## config.mk

```make
export PLATFORM = sky130hd
export DESIGN_NAME = cond_set_unit
export DESIGN_NICKNAME = d
export VERILOG_FILES = /design/src/rtl/ccset_pkg.sv /design/src/rtl/cc_decode.sv /design/src/rtl/cc_eval.sv /design/src/rtl/scc_cost.sv /design/src/rtl/cond_set_unit.sv
export SDC_FILE = /design/constraint.sdc
export NUM_CORES = 1
export LEC_CHECK = 0
export CELL_PAD_IN_SITES_DETAIL_PLACEMENT = 0
export CELL_PAD_IN_SITES_GLOBAL_PLACEMENT = 1
export CORE_ASPECT_RATIO = 1.1
export CORE_UTILIZATION = 21
export CTS_BUF_LIST = sky130_fd_sc_hd__clkbuf_8
export DETAILED_ROUTE_END_ITERATION = 12
export PLACE_DENSITY_LB_ADDON = 0.1
export SLEW_MARGIN = 30
export SYNTH_ARGS = -nofsm -noshare
export SYNTH_HDL_FRONTEND = slang
export SYNTH_SLANG_ARGS = --single-unit
export TNS_END_PERCENT = 5
```

## constraint.sdc

```tcl
create_clock -name clk -period 1.6 [get_ports clk]
set_input_delay 0.24 -clock clk [delete_from_list [all_inputs] [get_ports clk]]
set_output_delay 0.24 -clock clk [all_outputs]
set_load 0.02 [all_outputs]
```

## src/rtl/ccset_pkg.sv

```systemverilog
package ccset_pkg;
  typedef struct packed {
    logic n;
    logic z;
    logic v;
    logic c;
  } ccflags_t;

  typedef enum logic [1:0] {
    DST_REG  = 2'd0,
    DST_MEM  = 2'd1,
    DST_LOOP = 2'd2
  } dst_kind_e;

  localparam int CC_W   = 4;
  localparam int MODE_W = 3;
endpackage

```

## src/rtl/cc_decode.sv

```systemverilog
module cc_decode
  import ccset_pkg::*;
#(
  parameter int OPC_W   = 16,
  parameter int CC_LSB  = 8,
  parameter int MD_LSB  = 3
) (
  input  logic [OPC_W-1:0] opcode,
  output logic [CC_W-1:0]  cond,
  output dst_kind_e        kind
);
  logic [MODE_W-1:0] mode;

  assign cond = opcode[CC_LSB +: CC_W];
  assign mode = opcode[MD_LSB +: MODE_W];

  always_comb begin
    unique case (mode)
      3'b000:  kind = DST_REG;
      3'b001:  kind = DST_LOOP;
      default: kind = DST_MEM;
    endcase
  end
endmodule

```

## src/rtl/cc_eval.sv

```systemverilog
module cc_eval
  import ccset_pkg::*;
(
  input  logic [CC_W-1:0] code,
  input  ccflags_t        fl,
  input  logic            inv,
  output logic            hit
);
  localparam int PAIRS = 1 << (CC_W - 1);

  // Each even code has a base term and the following odd code is its complement.
  logic [PAIRS-1:0] base;

  for (genvar p = 0; p < PAIRS; p++) begin : g_pair
    if (p == 0) begin : g_true
      assign base[p] = 1'b1;
    end else if (p == 1) begin : g_hi
      assign base[p] = ~fl.c & ~fl.z;
    end else if (p == 2) begin : g_cc
      assign base[p] = ~fl.c;
    end else if (p == 3) begin : g_ne
      assign base[p] = ~fl.z;
    end else if (p == 4) begin : g_vc
      assign base[p] = ~fl.v;
    end else if (p == 5) begin : g_pl
      assign base[p] = ~fl.n;
    end else if (p == 6) begin : g_ge
      assign base[p] = ~(fl.n ^ fl.v);
    end else begin : g_gt
      assign base[p] = ~fl.z & ~(fl.n ^ fl.v);
    end
  end

  assign hit = base[code[CC_W-1:1]] ^ code[0] ^ inv;

  always_comb begin
    if (!inv && code == '0) assert (hit) else $error("AST_ALWAYS_TRUE");
    if (!inv && code == 4'd1) assert (!hit) else $error("AST_ALWAYS_FALSE");
  end
endmodule

```

## src/rtl/scc_cost.sv

```systemverilog
module scc_cost
  import ccset_pkg::*;
#(
  parameter int COST_W     = 4,
  parameter int COST_MEM   = 8,
  parameter int COST_REG   = 4,
  parameter int COST_EXTRA = 2
) (
  input  dst_kind_e         kind,
  input  logic              hit,
  output logic [COST_W-1:0] cycles
);
  localparam logic [COST_W-1:0] C_MEM = COST_W'(COST_MEM);
  localparam logic [COST_W-1:0] C_REG = COST_W'(COST_REG);
  localparam logic [COST_W-1:0] C_ADD = COST_W'(COST_EXTRA);

  always_comb begin
    unique case (kind)
      DST_REG:  cycles = hit ? C_REG + C_ADD : C_REG;
      DST_MEM:  cycles = C_MEM;
      default:  cycles = '0;
    endcase
  end
endmodule

```

## src/rtl/cond_set_unit.sv

```systemverilog
module cond_set_unit
  import ccset_pkg::*;
#(
  parameter int OPC_W      = 16,
  parameter int DATA_W     = 8,
  parameter int COST_W     = 4,
  parameter int COST_MEM   = 8,
  parameter int COST_REG   = 4,
  parameter int COST_EXTRA = 2
) (
  input  logic              clk,
  input  logic              rst,
  input  logic              in_valid,
  input  logic [OPC_W-1:0]  opcode,
  input  logic [3:0]        flags,
  input  logic              invert,
  output logic              out_valid,
  output logic              cond_true,
  output logic [DATA_W-1:0] res_byte,
  output logic [COST_W-1:0] cost,
  output logic              wr_req
);
  localparam logic [COST_W-1:0] C_TRUE_REG = COST_W'(COST_REG + COST_EXTRA);

  logic [CC_W-1:0]   cond;
  dst_kind_e         kind;
  ccflags_t          fl;
  logic              hit;
  logic [COST_W-1:0] cyc;

  assign fl = ccflags_t'(flags);

  cc_decode #(.OPC_W(OPC_W)) u_dec (
    .opcode (opcode),
    .cond   (cond),
    .kind   (kind)
  );

  cc_eval u_eval (
    .code (cond),
    .fl   (fl),
    .inv  (invert),
    .hit  (hit)
  );

  scc_cost #(
    .COST_W     (COST_W),
    .COST_MEM   (COST_MEM),
    .COST_REG   (COST_REG),
    .COST_EXTRA (COST_EXTRA)
  ) u_cost (
    .kind   (kind),
    .hit    (hit),
    .cycles (cyc)
  );

  always_ff @(posedge clk) begin
    if (rst) begin
      out_valid <= 1'b0;
      cond_true <= 1'b0;
      res_byte  <= '0;
      cost      <= '0;
      wr_req    <= 1'b0;
    end else begin
      out_valid <= in_valid;
      wr_req    <= in_valid && (kind != DST_LOOP);
      if (in_valid) begin
        cond_true <= hit;
        cost      <= cyc;
        res_byte  <= (kind != DST_LOOP && hit) ? '1 : '0;
      end
    end
  end

  AST_BYTE_MATCH: assert property (@(posedge clk) disable iff (rst)
    wr_req |-> (res_byte == (cond_true ? {DATA_W{1'b1}} : {DATA_W{1'b0}})));

  AST_LOOP_NO_WRITE: assert property (@(posedge clk) disable iff (rst)
    ($past(in_valid) && $past(opcode[5:3]) == 3'b001) |-> !wr_req);

  AST_EXTRA_ONLY_TRUE: assert property (@(posedge clk) disable iff (rst)
    (wr_req && cost == C_TRUE_REG) |-> cond_true);

  AST_PULSE_FROM_REQ: assert property (@(posedge clk) disable iff (rst)
    out_valid |-> $past(in_valid));

  AST_WRITE_IS_RESULT: assert property (@(posedge clk) disable iff (rst)
    wr_req |-> out_valid);
endmodule

```

==> out/metrics.cfg, run 1 <==
[layout]
fillers=217
finalInstanceArea_um2=882
multiInputGateArea_um2=267
drive_above_1_share=0.202
seq_area_um2=140
n_antenna_cell=0
syn_to_final_growth_pct=88.5
nets=114

[route]
wl_met3_um=79
routedWlPerCell_um=10.6
firstDrtPassIters=4
wirelength_um=1240
drc=0
wl_met2_um=651
drt-initial-drc-count=3
vias=525
top_layer_used=met4
route.antenna.remaining_nets=0
wl_met1_um=472
via_per_inst=4.49

[synthesis]
ys_async_sr_fraction=0
synthCells=55
yosysMostFrequentCell=buf_4
seq_area_frac_synth=0.299
synthFlopType=dfxtp_1
avgSynthCellArea_um2=8.51
yosys-top-cells-area=dfxtp_1, buf_4, xor2_1
synthDistinctLibCells=25
netlist_area_um2=468
synth_warnings=0
synth_edf_count=0
yosysTopAreaCellShare=0.299
yosys.area.top_type=dfxtp_1
syn_nets=79
synth_common_cells=buf_4, dfxtp_1, nor2_1, nor3_1, xor2_1
ys_ff_latch=7

[clock_network]
cts.sinks=7
cts-root-buf=clkbuf_8
cts_tree=built
hold_buffers=0
cts_max_path_buffers=2
path_clk_slew_ps=40
numCtsBuffers=3
insertion_delay_ps=230
htreeDepth=1

[timing]
setup_viol=0
final_max_slew_viol_count=0
finalCriticalPeriod_ps=1550
period_share=0.968
skew_ps=0
max_freq_mhz=645
final-hold-violation-count=0

[grt]
grt_pass1_vias=435
grt_first_pass_wirelength_um=1780
antenna_found_initial=0
grt-ovfl-total=0
track_usage=0.109
grt_max_degree=10

[setup_path]
crit_type=primary input to flip-flop
crit_required_ps=1700
crit_path_start_kind=primary input
max_stage_delay_ps=430
critPathArrivalTime_ps=1650
cp_slowest_cell=clkdlybuf4s50_1
cp_cell_sequence=clkdlybuf4s50_1 > mux2_4 > a221o_1 > o2111ai_1 > nand3_1
end_kind=flip-flop
path_max_fanout=3

[placement]
place_area_um2=801
io_buffers=28
dpl.hpwl_um=932
gp_congestion=0.655

[floorplanning]
dieArea_mm2=0.00242
row_count=17
initial_utilization=0.227
core_region_area_mm2=0.00206
die_h_um=51.5
io_pins=39
die-width_um=47.0

[flow_run]
drv_cap=0

[pwr]
leakagePower_uw=0.000490
irDropWorstVdd_mv=0.268
totalPowerFinal_uw=662
p_per_area_mw_per_mm2=750

[run_status]
outcome=complete, no violations

[worst_hold_path]
min-delay-path-class=flip-flop to flip-flop

[final timing paths]
check                            startpoint           to  slack [ps]  cells after the start
worst min-delay path                cost[3]      cost[3]         470                      2
worst max-delay path               flags[2]  res_byte[6]          50                      5
worst max register to register  res_byte[6]  res_byte[6]         830                      2
worst min register to register      cost[3]      cost[3]         470                      2
[metal layers]
layer	global-route usage	vias to the layer above
met2	0.176	22
met1	0.114	233
met3	0.0208	4
li1	-	266
met5	0	-
met4	0.100	0
[critical path: cells and delay by family]
family	cells	cell delay, ps
AO/OA/AOI/OAI	2	620
buffers and inverters	1	430
multiplexers	1	280
AND/OR/NAND/NOR	1	80
[flip-flops by register name, indices dropped and copies added (netlist names)]
signal / count
cond_true: 1
cost: 3
out_valid: 1
res_byte: 1
wr_req: 1
[through the flow]
step           hold slack, ps  worst slack, ps   util  instances  setup TNS (ps)
6_report                  475             50.8  0.428        117               0
5_1_grt                   490            -2.35  0.428        117           -2.35
4_1_cts                   481             4.09  0.410        117               0
3_5_place_dp              469             -250  0.388        113            -714
3_3_place_gp              474             -272  0.388        113            -730
2_1_floorplan             312              333      -         55               0
[cell usage in the layout (no fill, tap or decap)]
cell             instances
a211oi_1                 2
conb_1                   1
clkbuf_8                 3
nor3b_1                  1
nor4_1                   1
xnor2_1                  1
buf_4                   11
o21ai_0                  1
nand2b_1                 1
a221oi_1                 1
mux2i_1                  1
a32oi_1                  2
nand2_1                  2
nor3_1                   2
a221o_1                  2
dlymetal6s2s_1          10
nand3_1                  2
a221oi_2                 1
nor3_2                   1
xor2_1                   3
clkdlybuf4s50_1         18
o2111ai_2                1
mux2_4                   1
dfxtp_1                  7
o2111ai_1                1
nor2_1                   6
nand4_1                  2
inv_1                    3
a21oi_1                  1
[power by group]
part	internal [uW]	total (uW)	leakage [uW]	switching, uW
registers	187	194	0.0000578	7.69
logic	118	226	0.000405	108
clock network	166	242	0.0000269	75.8
total	471	662	0.000490	191
[cells by family after synthesis]
family | synth area share
muxes | 0.0535
xor gates and xnor gates | 0.0749
and+or+nand+nor | 0.187
other | 0.00801
AOI/OAI and AO/OA | 0.222
DFF | 0.299
buffers and inverters | 0.155
[what timing repair did]
action | 4_1_cts | 5_1_grt
endpoints found under the hold margin | 0 | 0
endpoints found under the setup margin | 2 | 11
pin swaps | 1 | 2
cloned | 0 | 0
buffers inserted | 0 | 0
gates resized for setup | 0 | 12
[area by class of cell]
cell class,count,share of cell area
flip-flops and latches,7,0.159
clock buffers,3,0.0468
multi-input cells,37,0.302
clock inverters,1,0.00426
inverters,2,0.00851
repair buffers,39,0.440
well taps,28,0.0397
Power figures use the tool's default switching activity.
==> inputs of run 2 (changes only) <==
--- a/config.mk
+++ b/config.mk
@@ -8,12 +8,13 @@
 export CELL_PAD_IN_SITES_DETAIL_PLACEMENT = 0
 export CELL_PAD_IN_SITES_GLOBAL_PLACEMENT = 1
 export CORE_ASPECT_RATIO = 1.1
-export CORE_UTILIZATION = 21
+export CORE_UTILIZATION = 22
 export CTS_BUF_LIST = sky130_fd_sc_hd__clkbuf_8
 export DETAILED_ROUTE_END_ITERATION = 12
 export PLACE_DENSITY_LB_ADDON = 0.1
-export SLEW_MARGIN = 30
+export SLEW_MARGIN = 20
 export SYNTH_ARGS = -nofsm -noshare
 export SYNTH_HDL_FRONTEND = slang
+export SYNTH_HIERARCHICAL = 1
 export SYNTH_SLANG_ARGS = --single-unit
 export TNS_END_PERCENT = 5
==> run 2 against run 1 <==
Worst setup slack better by 35 ps. Count of clock-buffer cells in the layout stayed put. Maximum frequency is 2.3% higher. Power is 1.6% higher. Core utilization is 2.4 points lower. Area after synthesis is 4.5% higher. Global-route usage is 2.0 points lower. First-iteration DRC count is 67% lower. Clock skew stayed put. Design area is 6.5% lower. Clock power is 3% lower. Highest routed layer is now met3.
==> out/metrics.cfg, run 2 <==
[run_status]
outcome=complete, no violations  ; unchanged

[timing]
final_max_slew_viol_count=0  ; unchanged
rsz0062_at_grt=false
tns_ps=0  ; unchanged
finalCriticalPeriod_ps=1510  ; was 1550 ps
final-hold-violation-count=0  ; unchanged
period_share=0.947  ; was 0.968
setup_viol=0  ; unchanged
skew_ps=0  ; unchanged
max_freq_mhz=660  ; was 645 MHz

[synthesis]
synthCells=52  ; was 55
yosys-top-cells-area=dfxtp_1, buf_4, mux2i_1  ; was dfxtp_1, buf_4, xor2_1
synthDistinctLibCells=19  ; was 25
synth_edf_count=0  ; unchanged
syn_nets=76  ; was 79
synth_warnings=6  ; was 0
ys_async_sr_fraction=0  ; unchanged
seq_area_frac_synth=0.327  ; was 0.299
netlist_area_um2=489  ; was 468 um2
yosysTopAreaCellShare=0.327  ; was 0.299
yosysMostFrequentCell=buf_4  ; unchanged
ys_ff_latch=8  ; was 7
synthFlopType=dfxtp_1  ; unchanged
avgSynthCellArea_um2=9.41  ; was 8.51 um2
synth_common_cells=buf_4, dfxtp_1, nor2_1, mux2i_1, xor2_1  ; was buf_4, dfxtp_1, nor2_1, nor3_1, xor2_1
yosys.area.top_type=dfxtp_1  ; unchanged

[route]
route.antenna.remaining_nets=0  ; unchanged
wirelength_um=965  ; was 1240 um
via_per_inst=3.93  ; was 4.49
drt-initial-drc-count=1  ; was 3
firstDrtPassIters=2  ; was 4
vias=405  ; was 525
drc=0  ; unchanged
routedWlPerCell_um=9.37  ; was 10.6 um

[floorplanning]
io_pins=39  ; unchanged
core_region_area_mm2=0.00204  ; was 0.00206 mm2
dieArea_mm2=0.00242  ; about the same
initial_utilization=0.240  ; was 0.227
die_h_um=51.5  ; about the same
row_count=17  ; unchanged
die-width_um=47.0  ; about the same

[layout]
n_antenna_cell=0  ; unchanged
largest_reg_flops=4  ; was 3
layout_commonest_cell=clkdlybuf4s50_1  ; unchanged
multiInputGateArea_um2=249  ; was 267 um2
regMostFlops=cost  ; unchanged
syn_to_final_growth_pct=68.5  ; was 88.5%
stdcell_count=103  ; was 117
final_cell_mix=clkdlybuf4s50_1, dfxtp_1, dlymetal6s2s_1  ; was clkdlybuf4s50_1, buf_4, dlymetal6s2s_1
seq_area_um2=160  ; was 140 um2
post-route-util=0.404  ; was 0.428
nets=101  ; was 114
fillers=221  ; was 217
drive_above_1_share=0.173  ; was 0.202

[clock_network]
cts-root-buf=clkbuf_8  ; unchanged
cts_max_path_buffers=2  ; unchanged
cts_tree=built  ; unchanged
hold_buffers=0  ; unchanged
insertion_delay_ps=220  ; was 230 ps
numCtsBuffers=3  ; unchanged
htreeDepth=1  ; unchanged
cts.sinks=8  ; was 7
path_clk_slew_ps=40  ; about the same

[grt]
grt_first_pass_wirelength_um=1470  ; was 1780 um
use_met3=0.0530  ; was 0.0208
top_usage_layer=met2  ; unchanged
antenna_found_initial=0  ; unchanged
grt_pass1_vias=353  ; was 435
grt_max_degree=10  ; unchanged
met2_usage=0.130  ; was 0.176
grt-ovfl-total=0  ; unchanged
track_usage=0.0889  ; was 0.109
use_met1=0.107  ; was 0.114

[placement]
io_buffers=29  ; was 28
gp_congestion=0.637  ; was 0.655
dpl.cell_count=99  ; was 113

[pwr]
p_per_area_mw_per_mm2=816  ; was 750 mW/mm2
leakagePower_uw=0.000455  ; was 0.000490 uW
irDropWorstVdd_mv=0.650  ; was 0.268 mV

[flow_run]
drv_cap=0  ; unchanged

[setup_path]
crit_path_start_kind=primary input  ; unchanged
crit_type=primary input to flip-flop  ; unchanged
critPathArrivalTime_ps=1620  ; was 1650 ps
crit_required_ps=1710  ; was 1700 ps
max_stage_delay_ps=320  ; was 430 ps
path_max_fanout=3  ; unchanged
cp_cell_sequence=clkdlybuf4s15_1 > buf_6 > xor2_1 > a221oi_1 > a21oi_2 > xnor2_2 > nor3b_2 > mux2i_1 > nor2_1  ; was clkdlybuf4s50_1 > mux2_4 > a221o_1 > o2111ai_1 > nand3_1
end_kind=flip-flop  ; unchanged
cp_slowest_cell=a221oi_1  ; was clkdlybuf4s50_1

[worst_hold_path]
min-delay-path-class=flip-flop to flip-flop  ; unchanged

run 2: cell count changes after synthesis, moves of 2 or more:
cell	previous run	this run
a32oi_1	2	0
o2111ai_1	2	0
nand4_1	2	0
nand2_1	2	0
mux2i_1	1	5
a221o_1	2	0
a211oi_1	2	0
buf_4	8	12
inv_1	2	0
nor3_1	3	0
run 2: what timing repair did:
item	CTS	global route
gates resized for setup	9	10
setup buffers	1	0
endpoints found under the setup margin	3	9
pin swaps	4	1
run 2: area by class of cell:
cell class	count	share of cell area
clock buffers	3	0.0501
multi-input cells	31	0.302
flip-flops and latches	8	0.194
well taps	28	0.0425
repair buffers	33	0.411
run 2: path summary, 6_finish.rpt:
path,start,end,slack [ps],depth (start not counted)
max,opcode[10],cost[1],90,9
min,cost[3],cost[3],490,2
max reg2reg,res_byte[6],res_byte[6],900,2
min reg2reg,cost[3],cost[3],490,2
run 2: report_power, final:
group          internal [uW]  switching [uW]  leakage, uW
logic                    121            94.4     0.000367
registers                214            9.14    0.0000660
clock network            162            71.9    0.0000216
run 2: critical path, delay by kind of cell:
family | cells | cell delay, ps
multiplexers | 1 | 130
XOR/XNOR | 2 | 280
buffers and inverters | 2 | 350
AND/OR/NAND/NOR | 2 | 220
AO/OA/AOI/OAI | 2 | 400
run 2: through the flow:
step | power, uW | hold slack, ps | cell area, um2 | setup slack (ps)
after floorplan | 355 | 307 | 489 | 13.0
after global placement | 431 | 477 | 736 | -455
after detailed placement | 432 | 489 | 736 | -522
after CTS | 680 | 499 | 793 | 6.37
after global routing | 710 | 534 | 825 | 4.84
final | 673 | 493 | 825 | 85.6
run 2: cells by family after synthesis:
| group | after synthesis | share of synthesized area |
|---|---|---|
| and+or+nand+nor | 16 | 0.205 |
| buffers and inverters | 13 | 0.207 |
| DFF | 8 | 0.327 |
| muxes | 6 | 0.125 |
| AOI/OAI and AO/OA | 4 | 0.0563 |
| xor gates and xnor gates | 4 | 0.0716 |
| other | 1 | 0.00767 |
run 2: per-layer routing:
metal / part of all wire / vias up
li1: - / 205
met1: 0.43 / 178
met2: 0.46 / 22
met3: 0.11 / 0
met4: 0 / 0
met5: 0 / -
==> inputs of run 3 (changes only) <==
--- a/config.mk
+++ b/config.mk
@@ -5,6 +5,7 @@
 export SDC_FILE = /design/constraint.sdc
 export NUM_CORES = 1
 export LEC_CHECK = 0
+export ABC_CLOCK_PERIOD_IN_PS = 1600
 export CELL_PAD_IN_SITES_DETAIL_PLACEMENT = 0
 export CELL_PAD_IN_SITES_GLOBAL_PLACEMENT = 1
 export CORE_ASPECT_RATIO = 1.1
@@ -12,6 +13,7 @@
 export CTS_BUF_LIST = sky130_fd_sc_hd__clkbuf_8
 export DETAILED_ROUTE_END_ITERATION = 12
 export PLACE_DENSITY_LB_ADDON = 0.1
+export SKIP_CTS_REPAIR_TIMING = 1
 export SLEW_MARGIN = 20
 export SYNTH_ARGS = -nofsm -noshare
 export SYNTH_HDL_FRONTEND = slang
==> run 3 against run 2 <==
Non-clock buffer count is the same. Die area is the same. Sequential power is essentially flat. Count of clock-buffer cells in the layout is the same. Power grew 0.54%. First-iteration DRC count is the same. Largest power group unchanged. Highest routed layer unchanged.
==> out/metrics.cfg, run 3 (synthesis results as in run 2) <==
[grt]
track_usage=0.0882  ; was 0.0889
antenna_found_initial=0  ; unchanged
grt_max_degree=10  ; unchanged
grt_pass1_vias=345  ; was 353
grt-ovfl-total=0  ; unchanged
grt_first_pass_wirelength_um=1450  ; was 1470 um

[route]
drt-initial-drc-count=1  ; unchanged
drc=0  ; unchanged
route.antenna.remaining_nets=0  ; unchanged
vias=403  ; was 405
routedWlPerCell_um=9.42  ; was 9.37 um
wirelength_um=970  ; was 965 um
via_per_inst=3.91  ; was 3.93
firstDrtPassIters=2  ; unchanged

[pwr]
p_per_area_mw_per_mm2=801  ; was 816 mW/mm2
leakagePower_uw=0.000495  ; was 0.000455 uW
irDropWorstVdd_mv=0.650  ; about the same

[placement]
io_buffers=29  ; unchanged
dp_slack_ps=-522  ; unchanged
dpl.cell_count=99  ; unchanged
gp_congestion=0.637  ; unchanged
place_area_um2=736  ; unchanged

[setup_path]
reg2regPathDepth=2  ; unchanged
worst_r2r_startpoint=res_byte[6]  ; unchanged
timing.rr.end=res_byte[6]  ; unchanged
end_kind=flip-flop  ; unchanged
cp_top_family=multiplexers  ; was compound AO/OA/AOI/OAI gates
crit_type=primary input to flip-flop  ; unchanged
cp_slowest_cell=mux2_4  ; was a221oi_1
crit_buf_inv=1  ; was 2
r2r_setup_slack_ps=900  ; about the same
max_stage_delay_ps=300  ; was 320 ps
crit_path_start_kind=primary input  ; unchanged
path_max_fanout=3  ; unchanged
cp_cell_sequence=dlymetal6s2s_1 > mux2_4 > a221oi_2 > a21oi_2 > xnor2_2 > nor3b_2 > mux2i_1 > nor2_1  ; was clkdlybuf4s15_1 > buf_6 > xor2_1 > a221oi_1 > a21oi_2 > xnor2_2 > nor3b_2 > mux2i_1 > nor2_1
critPathArrivalTime_ps=1590  ; was 1620 ps
crit_required_ps=1760  ; was 1710 ps

[clock_network]
path_clk_slew_ps=40  ; about the same
cts-root-buf=clkbuf_8  ; unchanged
cts_tree=built  ; unchanged
insertion_delay_ps=220  ; about the same
htreeDepth=1  ; unchanged
cts.sinks=8  ; unchanged
cts_max_path_buffers=2  ; unchanged
numCtsBuffers=3  ; unchanged

[layout]
regMostFlops=cost  ; unchanged
largest_reg_flops=4  ; unchanged
n_antenna_cell=0  ; unchanged
nets=101  ; unchanged
layout_commonest_cell=clkdlybuf4s50_1  ; unchanged
finalInstanceArea_um2=845  ; was 825 um2
final_cell_mix=clkdlybuf4s50_1, dlymetal6s2s_1, dfxtp_1  ; was clkdlybuf4s50_1, dfxtp_1, dlymetal6s2s_1
syn_to_final_growth_pct=72.6  ; was 68.5%
drive_above_1_share=0.187  ; was 0.173
post-route-util=0.414  ; was 0.404
stdcell_count=103  ; unchanged

[worst_hold_path]
whs_path_depth=2  ; unchanged
hold_path_end=cost[3]  ; unchanged
hp-start=cost[3]  ; unchanged
min-delay-path-class=flip-flop to flip-flop  ; unchanged

[timing]
final_max_slew_viol_count=0  ; unchanged
layout_setup_ws_ps=164  ; was 85.6 ps
setup_viol=0  ; unchanged
final-hold-violation-count=0  ; unchanged
tns_ps=0  ; unchanged
skew_ps=0  ; unchanged
rsz0062_at_grt=false  ; unchanged
max_freq_mhz=697  ; was 660 MHz
finalCriticalPeriod_ps=1440  ; was 1510 ps
period_share=0.897  ; was 0.947

[run_status]
outcome=complete, no violations  ; unchanged

[floorplanning]
row_count=17  ; unchanged
die-width_um=47.0  ; unchanged
die_h_um=51.5  ; unchanged
dieArea_mm2=0.00242  ; unchanged
io_pins=39  ; unchanged
core_region_area_mm2=0.00204  ; unchanged
initial_utilization=0.240  ; unchanged

[flow_run]
drv_cap=0  ; unchanged

## run 3: changes by cell type in the layout (fill, tap and decap cells not counted), sizes merged
cell	delta
dlymetal6s2s	+5
clkdlybuf4s15	-1
dlygate4sd2	-4
## run 3: how the worst max path moves through the flow
| stage | start | endpoint | slack, ps | cells past startpoint |
|---|---|---|---|---|
| after global routing | opcode[10] | cost[1] | 80 | 8 |
| after global placement | opcode[10] | cost[1] | -450 | 8 |
| after floorplan | opcode[10] | cost[1] | 10 | 8 |
| final | opcode[10] | cost[1] | 160 | 8 |
| after detailed placement | opcode[10] | cost[1] | -520 | 8 |
| after CTS | opcode[10] | cost[1] | -310 | 8 |
## run 3: report_power, final
part	switching (uW)	internal [uW]
clock network	71.9	162
registers	9.13	214
logic	95.6	123
## run 3: layer usage
layer  wire (um)  track usage  vias to the layer above
li1            -            -                      205
met1         417        0.111                      176
met2         446        0.123                       22
met3         106       0.0530                        0
met4           0       0.0286                        0
met5           0            0                        -
## run 3: layout make-up
cell class / instances / area (um2)
Multi-Input combinational cell: 31 / 255
Fill cell: 218 / 1200
Timing Repair Buffer: 33 / 353
Tap cell: 28 / 35.0
Clock buffer: 3 / 41.3
Sequential cell: 8 / 160
## run 3: metrics by stage
stage	power (uW)	hold slack, ps
3_5_place_dp	432	489
6_report	676	493
3_3_place_gp	431	477
5_1_grt	713	534
2_1_floorplan	355	307
4_1_cts	670	499
## run 3: tightest hold or removal path, delay by kind of cell, from the launching register on
| family | cells | cell delay (ps) |
|---|---|---|
| and+or+nand+nor | 1 | 80 |
| muxes | 1 | 60 |
| DFF | 1 | 310 |
